### src/rtl/wdt_pkg.sv
package wdt_pkg;
  localparam int DW = 8;

  localparam logic [DW-1:0] KEY_ENTER = 8'h87;
  localparam logic [DW-1:0] KEY_EXIT  = 8'hAA;
  localparam logic [DW-1:0] IX_LDN    = 8'h07;
  localparam logic [DW-1:0] IX_RSTCTL = 8'hF0;
  localparam logic [DW-1:0] IX_CTRL   = 8'hF5;
  localparam logic [DW-1:0] IX_COUNT  = 8'hF6;
  localparam logic [DW-1:0] WDT_DEV   = 8'h07;

  localparam int B_RSTEN = 7;
  localparam int B_FLAG  = 6;
  localparam int B_EN    = 5;

  typedef enum logic [1:0] {
    UL_LOCKED = 2'd0,
    UL_KEY1   = 2'd1,
    UL_OPEN   = 2'd2
  } unlock_st_e;

  typedef struct packed {
    logic rstctl;
    logic ctrl;
    logic count;
  } wdt_wsel_t;
endpackage

### src/rtl/cfgport_unlock.sv
module cfgport_unlock
  import wdt_pkg::*;
(
  input  logic          clk,
  input  logic          rst_n,
  input  logic          idx_wr,
  input  logic          dat_wr,
  input  logic [DW-1:0] wdata,
  output logic          open,
  output logic [DW-1:0] index,
  output logic [DW-1:0] ldn
);
  unlock_st_e st;

  always_ff @(posedge clk or negedge rst_n) begin
    if (!rst_n) begin
      st    <= UL_LOCKED;
      index <= '0;
      ldn   <= '0;
    end else if (idx_wr) begin
      unique case (st)
        UL_LOCKED: st <= (wdata == KEY_ENTER) ? UL_KEY1 : UL_LOCKED;
        UL_KEY1:   st <= (wdata == KEY_ENTER) ? UL_OPEN : UL_LOCKED;
        UL_OPEN: begin
          if (wdata == KEY_EXIT) begin
            st    <= UL_LOCKED;
            index <= '0;
          end else begin
            index <= wdata;
          end
        end
        default: st <= UL_LOCKED;
      endcase
    end else if (dat_wr) begin
      if (st == UL_KEY1) st <= UL_LOCKED;
      if (st == UL_OPEN && index == IX_LDN) ldn <= wdata;
    end
  end

  assign open = (st == UL_OPEN);

  AST_OPEN_NEEDS_KEY: assert property (@(posedge clk) disable iff (!rst_n)
    (open && !$past(open)) |-> ($past(idx_wr) && $past(wdata) == KEY_ENTER && $past(st) == UL_KEY1));
  AST_EXIT_LOCKS: assert property (@(posedge clk) disable iff (!rst_n)
    (open && idx_wr && wdata == KEY_EXIT) |=> !open);
endmodule

### src/rtl/wdt_tick_gen.sv
module wdt_tick_gen #(
  parameter int TICK_CYCLES = 125_000_000
) (
  input  logic clk,
  input  logic rst_n,
  input  logic run,
  input  logic restart,
  output logic tick
);
  localparam int PW = (TICK_CYCLES > 1) ? $clog2(TICK_CYCLES) : 1;
  localparam logic [PW-1:0] LAST = PW'(TICK_CYCLES - 1);

  logic [PW-1:0] pre;

  always_ff @(posedge clk or negedge rst_n) begin
    if (!rst_n)                pre <= '0;
    else if (restart || !run)  pre <= '0;
    else if (pre == LAST)      pre <= '0;
    else                       pre <= pre + 1'b1;
  end

  assign tick = run && !restart && (pre == LAST);

  generate
    if (TICK_CYCLES > 1) begin : g_spacing
      AST_TICK_SPACED: assert property (@(posedge clk) disable iff (!rst_n)
        tick |=> !tick);
    end
  endgenerate
endmodule

### src/rtl/wdt_core.sv
module wdt_core
  import wdt_pkg::*;
#(
  parameter int            RST_PULSE = 16,
  parameter logic [DW-1:0] DEF_COUNT = 8'h01
) (
  input  logic          clk,
  input  logic          rst_n,
  input  wdt_wsel_t     wsel,
  input  logic [DW-1:0] wdata,
  input  logic          tick,
  output logic          run,
  output logic          restart,
  output logic          rst_en,
  output logic          wdt_en,
  output logic          flag,
  output logic [DW-1:0] count_reg,
  output logic          wdt_rst_n
);
  localparam int PCW = $clog2(RST_PULSE + 1);

  logic [DW-1:0]  cnt;
  logic [PCW-1:0] pcnt;
  logic           count_ok;
  logic           expire;

  assign count_ok = (wdata != '0);
  assign restart  = (wsel.ctrl && wdata[B_EN]) || (wsel.count && wdt_en && count_ok);
  assign run      = wdt_en && (cnt != '0);
  assign expire   = tick && (cnt == DW'(1));

  always_ff @(posedge clk or negedge rst_n) begin
    if (!rst_n) begin
      rst_en    <= 1'b0;
      wdt_en    <= 1'b0;
      count_reg <= DEF_COUNT;
    end else begin
      if (wsel.rstctl)            rst_en    <= wdata[B_RSTEN];
      if (wsel.ctrl)              wdt_en    <= wdata[B_EN];
      if (wsel.count && count_ok) count_reg <= wdata;
    end
  end

  always_ff @(posedge clk or negedge rst_n) begin
    if (!rst_n)                       cnt <= '0;
    else if (restart)                 cnt <= wsel.count ? wdata : count_reg;
    else if (tick && cnt != '0)       cnt <= cnt - 1'b1;
  end

  always_ff @(posedge clk or negedge rst_n) begin
    if (!rst_n)                               flag <= 1'b0;
    else if (expire)                          flag <= 1'b1;
    else if (wsel.ctrl && wdata[B_FLAG])      flag <= 1'b0;
  end

  always_ff @(posedge clk or negedge rst_n) begin
    if (!rst_n)                 pcnt <= '0;
    else if (expire && rst_en)  pcnt <= PCW'(RST_PULSE);
    else if (pcnt != '0)        pcnt <= pcnt - 1'b1;
  end

  assign wdt_rst_n = (pcnt == '0);

  AST_FLAG_AT_ZERO: assert property (@(posedge clk) disable iff (!rst_n)
    $rose(flag) |-> (cnt == '0));
  AST_PULSE_NEEDS_EN: assert property (@(posedge clk) disable iff (!rst_n)
    $fell(wdt_rst_n) |-> $past(rst_en));
  AST_ZERO_HOLDS: assert property (@(posedge clk) disable iff (!rst_n)
    (cnt == '0 && !restart) |=> (cnt == '0));
  AST_IDLE_NO_TICK: assert property (@(posedge clk) disable iff (!rst_n)
    !wdt_en |-> !tick);
endmodule

### src/rtl/idxport_wdt.sv
module idxport_wdt
  import wdt_pkg::*;
#(
  parameter int            AW          = 16,
  parameter logic [AW-1:0] IDX_PORT    = 16'h002E,
  parameter int            TICK_CYCLES = 125_000_000,
  parameter int            RST_PULSE   = 16,
  parameter logic [7:0]    DEF_COUNT   = 8'h01
) (
  input  logic          clk,
  input  logic          rst_n,
  input  logic          io_wr,
  input  logic          io_rd,
  input  logic [AW-1:0] io_addr,
  input  logic [7:0]    io_wdata,
  output logic [7:0]    io_rdata,
  output logic          wdt_rst_n
);
  localparam logic [AW-1:0] DAT_PORT = IDX_PORT + AW'(1);

  logic          idx_hit, dat_hit, open, dev_sel;
  logic [DW-1:0] index, ldn, count_reg;
  logic          run, restart, tick, rst_en, wdt_en, flag;
  wdt_wsel_t     wsel;

  assign idx_hit = (io_addr == IDX_PORT);
  assign dat_hit = (io_addr == DAT_PORT);

  cfgport_unlock u_unlock (
    .clk    (clk),
    .rst_n  (rst_n),
    .idx_wr (io_wr && idx_hit),
    .dat_wr (io_wr && dat_hit),
    .wdata  (io_wdata),
    .open   (open),
    .index  (index),
    .ldn    (ldn)
  );

  assign dev_sel     = open && (ldn == WDT_DEV);
  assign wsel.rstctl = io_wr && dat_hit && dev_sel && (index == IX_RSTCTL);
  assign wsel.ctrl   = io_wr && dat_hit && dev_sel && (index == IX_CTRL);
  assign wsel.count  = io_wr && dat_hit && dev_sel && (index == IX_COUNT);

  wdt_tick_gen #(.TICK_CYCLES(TICK_CYCLES)) u_tick (
    .clk     (clk),
    .rst_n   (rst_n),
    .run     (run),
    .restart (restart),
    .tick    (tick)
  );

  wdt_core #(.RST_PULSE(RST_PULSE), .DEF_COUNT(DEF_COUNT)) u_core (
    .clk       (clk),
    .rst_n     (rst_n),
    .wsel      (wsel),
    .wdata     (io_wdata),
    .tick      (tick),
    .run       (run),
    .restart   (restart),
    .rst_en    (rst_en),
    .wdt_en    (wdt_en),
    .flag      (flag),
    .count_reg (count_reg),
    .wdt_rst_n (wdt_rst_n)
  );

  always_comb begin
    io_rdata = 8'hFF;
    if (io_rd && open) begin
      if (idx_hit) begin
        io_rdata = index;
      end else if (dat_hit) begin
        if (index == IX_LDN) io_rdata = ldn;
        else if (dev_sel) begin
          unique case (index)
            IX_RSTCTL: io_rdata = {rst_en, 7'b0};
            IX_CTRL:   io_rdata = {1'b0, flag, wdt_en, 5'b0};
            IX_COUNT:  io_rdata = count_reg;
            default:   io_rdata = 8'hFF;
          endcase
        end
      end
    end
  end

  AST_LOCKED_READ_FF: assert property (@(posedge clk) disable iff (!rst_n)
    (io_rd && (idx_hit || dat_hit) && !open) |-> (io_rdata == 8'hFF));
  AST_OTHER_DEV_FF: assert property (@(posedge clk) disable iff (!rst_n)
    (io_rd && dat_hit && open && ldn != WDT_DEV && index != IX_LDN) |-> (io_rdata == 8'hFF));
endmodule

### config.mk
export PLATFORM = sky130hd
export DESIGN_NAME = idxport_wdt
export DESIGN_NICKNAME = d
export VERILOG_FILES = /design/src/rtl/wdt_pkg.sv /design/src/rtl/cfgport_unlock.sv /design/src/rtl/wdt_tick_gen.sv /design/src/rtl/wdt_core.sv /design/src/rtl/idxport_wdt.sv
export SDC_FILE = /design/constraint.sdc
export NUM_CORES = 1
export LEC_CHECK = 0
export ABC_AREA = 0
export BUFFER_PORTS_ARGS = -buffer_cell sky130_fd_sc_hd__buf_4
export CAP_MARGIN = 20
export CORE_ASPECT_RATIO = 0.5
export CORE_MARGIN = 4
export CORE_UTILIZATION = 54
export DETAILED_ROUTE_END_ITERATION = 8
export HOLD_SLACK_MARGIN = 0.03
export PLACE_DENSITY_LB_ADDON = 0.25
export SLEW_MARGIN = 20
export SYNTH_ARGS = -nofsm -noshare
export SYNTH_HDL_FRONTEND = slang
export SYNTH_SLANG_ARGS = --single-unit
### constraint.sdc
create_clock -name clk -period 2.2 [get_ports clk]
set_input_delay 0.55 -clock clk [delete_from_list [all_inputs] [get_ports clk]]
set_output_delay 0.55 -clock clk [all_outputs]
set_load 0.02 [all_outputs]
==> impl_metrics.py, run 1 <==
metrics = {
    "sta": {
        "fin_crit_ns": 2.59,
        "layout_setup_ws_ns": -0.390,
        "finalHoldViolations": 0,
        "whs_ns": 0.155,
        "tightestPinTransition_ns": 0.433,
        "fin_crit_sh_pct": 118,
        "finalSetupTns_ns": -2.99,
        "max_freq_mhz": 386,
        "rsz0062_at_grt": "yes",
        "maxSlewViolCount": 0,
        "final-setup-viol-count": 8,
        "fin_worst_skew_ns": 0.00670,
        "max_slew_margin_pct": 71.1,
    },
    "yosys": {
        "synth_cell_type_count": 52,
        "yosys.area.top_type": "dfrtp_1",
        "synth-edff-count": 0,
        "synth_nets": 426,
        "yosysWarnings": 0,
        "avgSynthCellArea_um2": 9.85,
        "synthCells": 392,
        "synth_top_area_share_pct": 44.1,
        "ys_seq_area_share_pct": 44.8,
        "ys_ff_latch": 69,
        "async_flop_share_pct": 100,
        "synth_common_cells": "dfrtp_1, nand2_1, nor2_1",
        "syn_area_um2": 3860,
        "yosysMostFrequentCell": "dfrtp_1",
        "synthTopCellsByArea": "dfrtp_1, nand2_1, xor2_1, nor2_1, mux2_2",
        "synthFlopType": "dfrtp_1",
    },
    "power_and_ir_drop": {
        "ir_worst_vdd_uv": 419,
        "p_leak_nw": 2.10,
        "powerDensity_nw_per_um2": 543,
    },
    "clocking": {
        "clk_pin_slew_worst_paths_ns": 0.05,
        "htree_levels": 3,
        "clkSinkCount": 69,
        "clock_tree.buffer_depth": 2,
        "cts_hold_buffers": 0,
        "insertion_delay_ns": 0.34,
        "cts_tree": "built",
        "cts_buffers": 9,
        "cts_root_buffer": "clkbuf_16",
    },
    "detailed_routing": {
        "drt_iter0_markers": 169,
        "wl_mm": 9.24,
        "drtPass1Iterations": 5,
        "via_count": 3273,
        "drc": 0,
        "drtAntennaViolNets": 0,
        "wl_per_cell_um": 16.4,
        "viasPerCell": 5.79,
    },
    "layout": {
        "regMostFlops": "u_tick.pre",
        "largest_reg_flops": 27,
        "nNetsFinal": 502,
        "drive_gt1_share_pct": 29.4,
        "insertedDiodeCount": 0,
        "final_cells": 565,
        "syn2layout_area_growth_pct": 29.0,
    },
    "placed_design": {
        "dp_hpwl_mm": 6.73,
        "gp_congestion": 0.957,
        "dp.cells": 546,
        "dp_slack_ns": -0.242,
        "port_buffers": 36,
    },
    "critical_path": {
        "reg2reg_to": "u_core.pcnt[4]",
        "crit_path_end_kind": "output port",
        "worstSetupPathType": "flop to output port",
        "cp.arrival_ns": 2.04,
        "required_ns": 1.65,
        "setup.reg_to_reg.worst_slack_ns": 0.07,
        "start_kind": "flop",
        "cp_max_fo": 6,
        "reg2reg_depth": 8,
        "rr_startpoint": "u_unlock.ldn[4]",
    },
    "job": {
        "maxCapViolCount": 0,
    },
    "die": {
        "pin_count": 37,
        "fp-row-count": 21,
        "coreArea_um2": 6810,
        "die_h_um": 67.8,
        "start_util_pct": 56.7,
        "dieArea_um2": 8650,
        "die_w_um": 128,
    },
    "status": {
        "violations": "setup timing",
        "status": "finished, violations left",
    },
    "grt": {
        "grt_pass1_vias": 3377,
        "grt_antenna_before_repair": 0,
        "grt_max_degree": 34,
        "track_usage_pct": 23.1,
        "grt_pass1_wl_mm": 15.4,
        "grt-ovfl-total": 0,
    },
    "hold_path": {
        "hp-class": "input pin to asynchronous set/reset pin",
    },
}
final cells by class:
class	instances	area, µm²
Clock buffer	12	256
Clock inverter	4	22.5
Fill cell	469	1820
Inverter	15	56.3
Multi-Input combinational cell	299	2190
Sequential cell	69	1730
Tap cell	92	115
Timing Repair Buffer	74	617
stage by stage:
stage	total power [mW]	utilization (%)	area (µm²)
6_report	2.70	73.2	4980
5_1_grt	2.81	73.2	4980
4_1_cts	2.73	71.9	4890
3_5_place_dp	1.40	67.3	4580
3_3_place_gp	1.40	67.3	4580
2_1_floorplan	1.30	-	3940
power by group:
group / switching, mW / leakage, nW / internal, mW
registers: 0.0000000618 / 0.924 / 1.27
logic: 0.0630 / 1.04 / 0.0453
clock network: 0.509 / 0.138 / 0.817
total: 0.572 / 2.10 / 2.13
worst max-delay path: stages (launching register included):
cell      delay (ns)
dfrtp_1         0.37
or4_4           0.55
nor3_4          0.16
nand2_2         0.11
nor2_4          0.24
a221oi_2        0.11
buf_4           0.17
logic make-up after synthesis:
| kind of cell | synth area share, % |
|---|---|
| and+or+nand+nor | 27.3 |
| DFF | 44.8 |
| xor gates and xnor gates | 7.71 |
| muxes | 9.14 |
| AOI/OAI and AO/OA | 6.29 |
| buffers and inverters | 2.85 |
| adders and majority gates | 1.94 |
layout by cell type, fill, tap and decap left out, drive strengths merged, types with 4 or more instances in the layout:
master and n:
and4 4, mux2 17, dfrtp 68, nor3 23, nand3 21, and3 7
clkbuf 12, mux2i 15, nand2 51, o21ai 6, inv 15, a221oi 6
xor2 21, nor4 4, a21oi 5, nor4b 6, xnor2 13, nor2 47
nand4 10, buf 74, ha 6
how the worst max path moves through the flow:
stage	start	endpoint	slack (ns)	depth (start not counted)
detailed placement	io_addr[4]	io_rdata[2]	-0.24	7
global route	u_unlock.index[5]	io_rdata[7]	-0.48	6
finish	u_unlock.index[5]	io_rdata[2]	-0.39	6
global placement	io_addr[4]	io_rdata[7]	-0.22	7
floorplan	io_addr[4]	io_rdata[5]	-0.07	5
CTS	u_unlock.index[5]	io_rdata[2]	-0.41	6
layer usage:
| metal | track usage, % | vias to the layer above | share of wire (%) |
|---|---|---|---|
| met5 | 0 | - | 0 |
| met2 | 40.1 | 101 | 48 |
| li1 | - | 1540 | - |
| met3 | 7.66 | 21 | 6.9 |
| met4 | 8.73 | 0 | 2.1 |
| met1 | 27.1 | 1611 | 43 |
repair_timing:
action                                  4_1_cts  5_1_grt
buffers inserted                              1        2
gates resized for setup                       7       14
pin swaps                                     7       11
gates cloned                                  0        0
endpoints found under the setup margin        8       19
No activity file was read; power rests on OpenSTA's default activity.
==> inputs of run 2 (changes only) <==
Settings changed: RECOVER_POWER from default to 100.
==> run 2 against run 1 <==
Net effect: the flow finishes with violations (capacitance limit, slew limit, setup timing); total power is 0.17% lower; critical path type unchanged; design area is 0.85% lower; worst hold slack better by 0.31 ns; die area stayed put; highest routed layer unchanged; critical path depth stayed put; largest power group unchanged; sequential cell count stayed put; maximum frequency is 0.10% lower.
==> impl_metrics.py, run 2 (synthesized netlist as in run 1, its figures left out) <==
metrics = {
    "status": {
        "status": "finished, violations left",
        "violations": "capacitance limit, slew limit, setup timing",
    },
    "layout": {
        "final-seq-area_um2": 1730,
        "nNetsFinal": 502,
        "final_cells": 565,
        "largest_reg_flops": 27,
        "most-common-layout-cells": "dfrtp_1, buf_4, nand2_1",
        "regMostFlops": "u_tick.pre",
        "final_util_pct": 72.6,
        "finalInstanceArea_um2": 4940,
        "insertedDiodeCount": 0,
        "fillCellCount": 479,
        "multi_input_area_um2": 2180,
        "layout_commonest_cell": "dfrtp_1",
        "drive_gt1_share_pct": 27.9,
        "syn2layout_area_growth_pct": 27.9,
    },
    "detailed_routing": {
        "m1WireLength_mm": 3.91,
        "top_layer": "met4",
        "wl_met2_mm": 4.45,
        "viasPerCell": 5.79,
        "drc": 0,
        "wl_per_cell_um": 16.3,
        "drt_iter0_markers": 193,
        "drtPass1Iterations": 5,
        "drtAntennaViolNets": 0,
        "met3_length_um": 677,
        "via_count": 3271,
        "wl_mm": 9.23,
    },
    "clocking": {
        "cts_buffers": 9,
        "clock_tree.buffer_depth": 2,
        "insertion_delay_ns": 0.34,
        "cts_tree": "built",
        "htree_levels": 3,
        "cts_root_buffer": "clkbuf_16",
        "clkSinkCount": 69,
        "clk_pin_slew_worst_paths_ns": 0.05,
    },
    "grt": {
        "grt_pass1_wl_mm": 15.4,
        "grt_antenna_before_repair": 0,
        "grt-ovfl-total": 0,
        "grt_pass1_vias": 3377,
        "track_usage_pct": 23.1,
        "grt_max_degree": 34,
    },
    "critical_path": {
        "required_ns": 1.65,
        "cp.arrival_ns": 2.04,
        "worstSetupPathType": "flop to output port",
        "setup.reg_to_reg.worst_slack_ns": -0.03,
        "max_stage_delay_ns": 0.55,
        "cp_max_fo": 3,
        "worst_path_max_delay_cell": "or4_4",
        "worstPathCellList": "or4_4 > nor3_4 > nand2_2 > o22ai_1 > a32oi_2 > buf_4",
        "start_kind": "flop",
        "rr_startpoint": "u_unlock.ldn[4]",
        "reg2reg_depth": 6,
        "reg2reg_to": "u_core.count_reg[4]",
        "crit_path_end_kind": "output port",
    },
    "job": {
        "maxCapViolCount": 1,
    },
    "hold_path": {
        "min_path_cells": 3,
        "min_to": "u_core.count_reg[0]",
        "hp-start": "io_wdata[0]",
        "hp-class": "input pin to flop",
    },
    "die": {
        "die_h_um": 67.8,
        "die_w_um": 128,
        "dieArea_um2": 8650,
        "start_util_pct": 56.7,
        "coreArea_um2": 6810,
        "pin_count": 37,
        "fp-row-count": 21,
    },
    "placed_design": {
        "dp_slack_ns": -0.242,
        "dp_hpwl_mm": 6.73,
        "port_buffers": 36,
        "dp.cells": 546,
        "post_dp_cell_area_um2": 4580,
        "gp_congestion": 0.957,
    },
    "sta": {
        "max_slew_margin_pct": -14.8,
        "whs_ns": 0.468,
        "fin_crit_ns": 2.59,
        "fin_crit_sh_pct": 118,
        "finalSetupTns_ns": -3.11,
        "max_freq_mhz": 386,
        "tightestPinTransition_ns": 1.72,
        "rsz0062_at_grt": "yes",
        "finalHoldViolations": 0,
        "layout_setup_ws_ns": -0.392,
        "maxSlewViolCount": 34,
        "fin_worst_skew_ns": 0.00545,
        "final-setup-viol-count": 11,
    },
    "power_and_ir_drop": {
        "p_total_mw": 2.70,
        "p_leak_nw": 2.08,
        "powerDensity_nw_per_um2": 547,
        "ir_worst_vdd_uv": 420,
    },
}
==> run 2: report_power, final <==
part / internal (mW) / total (mW) / switching [mW]
Sequential: 1.27 / 1.27 / 0.0000000644
Combinational: 0.0405 / 0.102 / 0.0616
Clock: 0.817 / 1.33 / 0.510
==> run 2: worst max-delay path by stage <==
stage / from / cells after the start / end
after CTS: u_unlock.index[5] / 6 / io_rdata[2]
after floorplan: io_addr[4] / 5 / io_rdata[5]
final: u_unlock.index[5] / 6 / io_rdata[5]
after global routing: u_unlock.index[5] / 6 / io_rdata[7]
after detailed placement: io_addr[4] / 7 / io_rdata[2]
after global placement: io_addr[4] / 7 / io_rdata[7]
==> run 2: final cells by class <==
type                    count  share of cell area (%)
clock buffers              12                    5.19
repair buffers             74                    11.7
clock inverters             4                   0.456
multi-input cells         299                    44.2
inverters                  15                    1.14
flip-flops and latches     69                    35.0
well taps                  92                    2.33
==> run 2: per-layer routing <==
| metal | up-vias | GRT usage (%) |
|---|---|---|
| li1 | 1545 | - |
| met1 | 1603 | 27.1 |
| met2 | 103 | 40.1 |
| met3 | 20 | 7.66 |
| met4 | 0 | 8.73 |
| met5 | - | 0 |
==> run 2: critical path, delay by kind of cell, from the launching register on <==
kind	cells	cell delay, ns
AND/OR/NAND/NOR	3	0.82
flip-flops	1	0.37
AO/OA/AOI/OAI	2	0.35
buffers and inverters	1	0.17
==> run 2: what timing repair did <==
action | in CTS | in global routing
endpoints found under the setup margin | 8 | 19
setup buffers | 1 | 2
resized for setup | 7 | 14
hold buffers | 0 | 0
cloned | 0 | 0
pin swaps | 7 | 11
==> inputs of run 3 (changes only) <==
==> constraint.sdc (replaced) <==
create_clock -name clk -period 2.2 [get_ports clk]
set_input_delay 0.11 -clock clk [delete_from_list [all_inputs] [get_ports clk]]
set_output_delay 0.11 -clock clk [all_outputs]
set_load 0.02 [all_outputs]
==> run 3 against run 2 <==
Net effect: the run ends with capacitance limit, slew limit left; core utilization shrank 4.1 points; total power is 4.0% higher; routed wire length shrank 2.4%; non-clock buffer count down 24; critical path type unchanged.
==> impl_metrics.py, run 3 (synthesized netlist as in run 1, its figures left out) <==
metrics = {
    "clocking": {
        "htree_levels": 3,
        "insertion_delay_ns": 0.33,
        "clock_tree.buffer_depth": 2,
        "clk_pin_slew_worst_paths_ns": 0.05,
        "cts_root_buffer": "clkbuf_16",
        "cts_tree": "built",
        "cts_buffers": 9,
        "clkSinkCount": 69,
    },
    "hold_path": {
        "hp-start": "io_wdata[0]",
        "min_path_cells": 3,
        "hp-class": "input pin to flop",
        "min_to": "u_core.count_reg[0]",
    },
    "die": {
        "die_h_um": 67.8,
        "start_util_pct": 56.7,
        "dieArea_um2": 8650,
        "coreArea_um2": 6810,
        "pin_count": 37,
        "fp-row-count": 21,
        "die_w_um": 128,
    },
    "layout": {
        "insertedDiodeCount": 0,
        "drive_gt1_share_pct": 22.9,
        "nNetsFinal": 478,
        "most-common-layout-cells": "dfrtp_1, nand2_1, nor2_1",
        "layout_commonest_cell": "dfrtp_1",
        "syn2layout_area_growth_pct": 20.8,
        "final_cells": 541,
        "regMostFlops": "u_tick.pre",
        "final_util_pct": 68.5,
        "largest_reg_flops": 27,
    },
    "status": {
        "violations": "capacitance limit, slew limit",
        "status": "finished, violations left",
    },
    "placed_design": {
        "gp_congestion": 0.948,
        "dp.cells": 523,
        "port_buffers": 36,
        "dp_hpwl_mm": 6.43,
    },
    "critical_path": {
        "reg2reg_depth": 5,
        "start_kind": "flop",
        "required_ns": 2.09,
        "cp_max_fo": 6,
        "worstSetupPathType": "flop to output port",
        "rr_startpoint": "u_core.cnt[4]",
        "worstPathCellList": "or4_4 > nor3_4 > nand2_2 > nor2_4 > a221oi_1 > buf_4",
        "max_stage_delay_ns": 0.54,
        "reg2reg_to": "u_core.pcnt[4]",
        "cp.arrival_ns": 2.07,
        "setup.reg_to_reg.worst_slack_ns": 0.03,
        "crit_path_end_kind": "output port",
        "worst_path_max_delay_cell": "or4_4",
    },
    "detailed_routing": {
        "wl_per_cell_um": 16.7,
        "drc": 0,
        "drtPass1Iterations": 4,
        "viasPerCell": 5.83,
        "drtAntennaViolNets": 0,
        "drt_iter0_markers": 225,
        "wl_mm": 9.01,
        "via_count": 3152,
    },
    "power_and_ir_drop": {
        "p_sw_mw": 0.560,
        "pwr-share-comb_pct": 3.4,
        "internal_power_mw": 2.25,
        "switching_share_pct": 19.9,
        "p_leak_nw": 1.93,
        "p_seq_share_pct": 45.2,
        "powerDensity_nw_per_um2": 602,
        "clockPowerShare_pct": 51.4,
        "ir_worst_vdd_uv": 365,
    },
    "sta": {
        "finalHoldViolations": 0,
        "maxSlewViolCount": 70,
        "final-setup-viol-count": 0,
        "finalSetupTns_ns": 0,
        "fin_worst_skew_ns": 0.00824,
        "max_freq_mhz": 459,
        "fin_crit_sh_pct": 99.0,
        "fin_crit_ns": 2.18,
        "rsz0062_at_grt": "yes",
        "max_slew_margin_pct": -11.9,
        "whs_ns": 0.0481,
        "tightestPinTransition_ns": 1.68,
    },
    "grt": {
        "grt_use_met3_pct": 6.95,
        "grt_pass1_wl_mm": 15.0,
        "grt_max_degree": 70,
        "grt_antenna_before_repair": 0,
        "track_usage_pct": 22.4,
        "gr-max-usage-layer": "met2",
        "grt-ovfl-total": 0,
        "met2_usage_pct": 38.0,
        "grtUsageMet1_pct": 27.2,
        "grt_pass1_vias": 3118,
    },
    "job": {
        "maxCapViolCount": 1,
    },
}
run 3: how the worst max path moves through the flow:
stage | start | endpoint | slack, ns | depth (start not counted)
after floorplan | u_unlock.index[0] | io_rdata[0] | 0.16 | 5
after global placement | u_unlock.index[4] | u_unlock.ldn[5] | 0.13 | 5
after detailed placement | u_unlock.index[4] | u_unlock.ldn[4] | 0.06 | 5
after CTS | u_unlock.index[1] | io_rdata[4] | -0.02 | 7
after global routing | u_unlock.index[4] | io_rdata[2] | -0.09 | 6
final | u_unlock.index[4] | io_rdata[2] | 0.02 | 6
run 3: final cells by class:
type / count / area, µm²
sequential: 69 / 1730
clock inverter: 1 / 30.0
clock buffer: 15 / 268
inverter: 15 / 56.3
tap: 92 / 115
fill: 521 / 2140
multi-input combinational: 299 / 2090
timing repair buffer: 50 / 377
run 3: repair_timing:
| action | in CTS | in global routing |
|---|---|---|
| buffers inserted | 1 | 0 |
| pin swaps | 0 | 6 |
| hold buffers | 1 | 0 |
| endpoints found under the hold margin | 68 | 0 |
| setup endpoints to repair | 8 | 14 |
| resized for setup | 9 | 16 |
run 3: metal layers:
metal  vias to the layer above  part of all wire, %
li1                       1494                    -
met1                      1545                   44
met2                        90                   47
met3                        23                  6.1
met4                         0                  2.7
met5                         -                    0
run 3: critical path, delay by kind of cell (launching register included):
family	cells	cell delay, ns
buffers and inverters	1	0.17
AO/OA/AOI/OAI	1	0.12
flip-flops	1	0.42
AND/OR/NAND/NOR	4	1.02
run 3: per-stage QoR:
| step | power [mW] | setup slack, ns | instance area [µm²] |
|---|---|---|---|
| floorplan | 1.30 | 0.158 | 3870 |
| global placement | 1.39 | 0.131 | 4300 |
| detailed placement | 1.39 | 0.0554 | 4300 |
| CTS | 2.83 | -0.0191 | 4650 |
| global route | 2.90 | -0.0878 | 4660 |
| finish | 2.81 | 0.0226 | 4660 |
run 3: power groups by stage:
stage | clock (mW) | combinational [mW] | sequential (mW)
finish | 1.44 | 0.0953 | 1.27
global route | 1.52 | 0.105 | 1.27
CTS | 1.46 | 0.101 | 1.27
detailed placement | 0 | 0.0989 | 1.29
global placement | 0 | 0.0969 | 1.29
floorplan | 0 | 0.0104 | 1.29
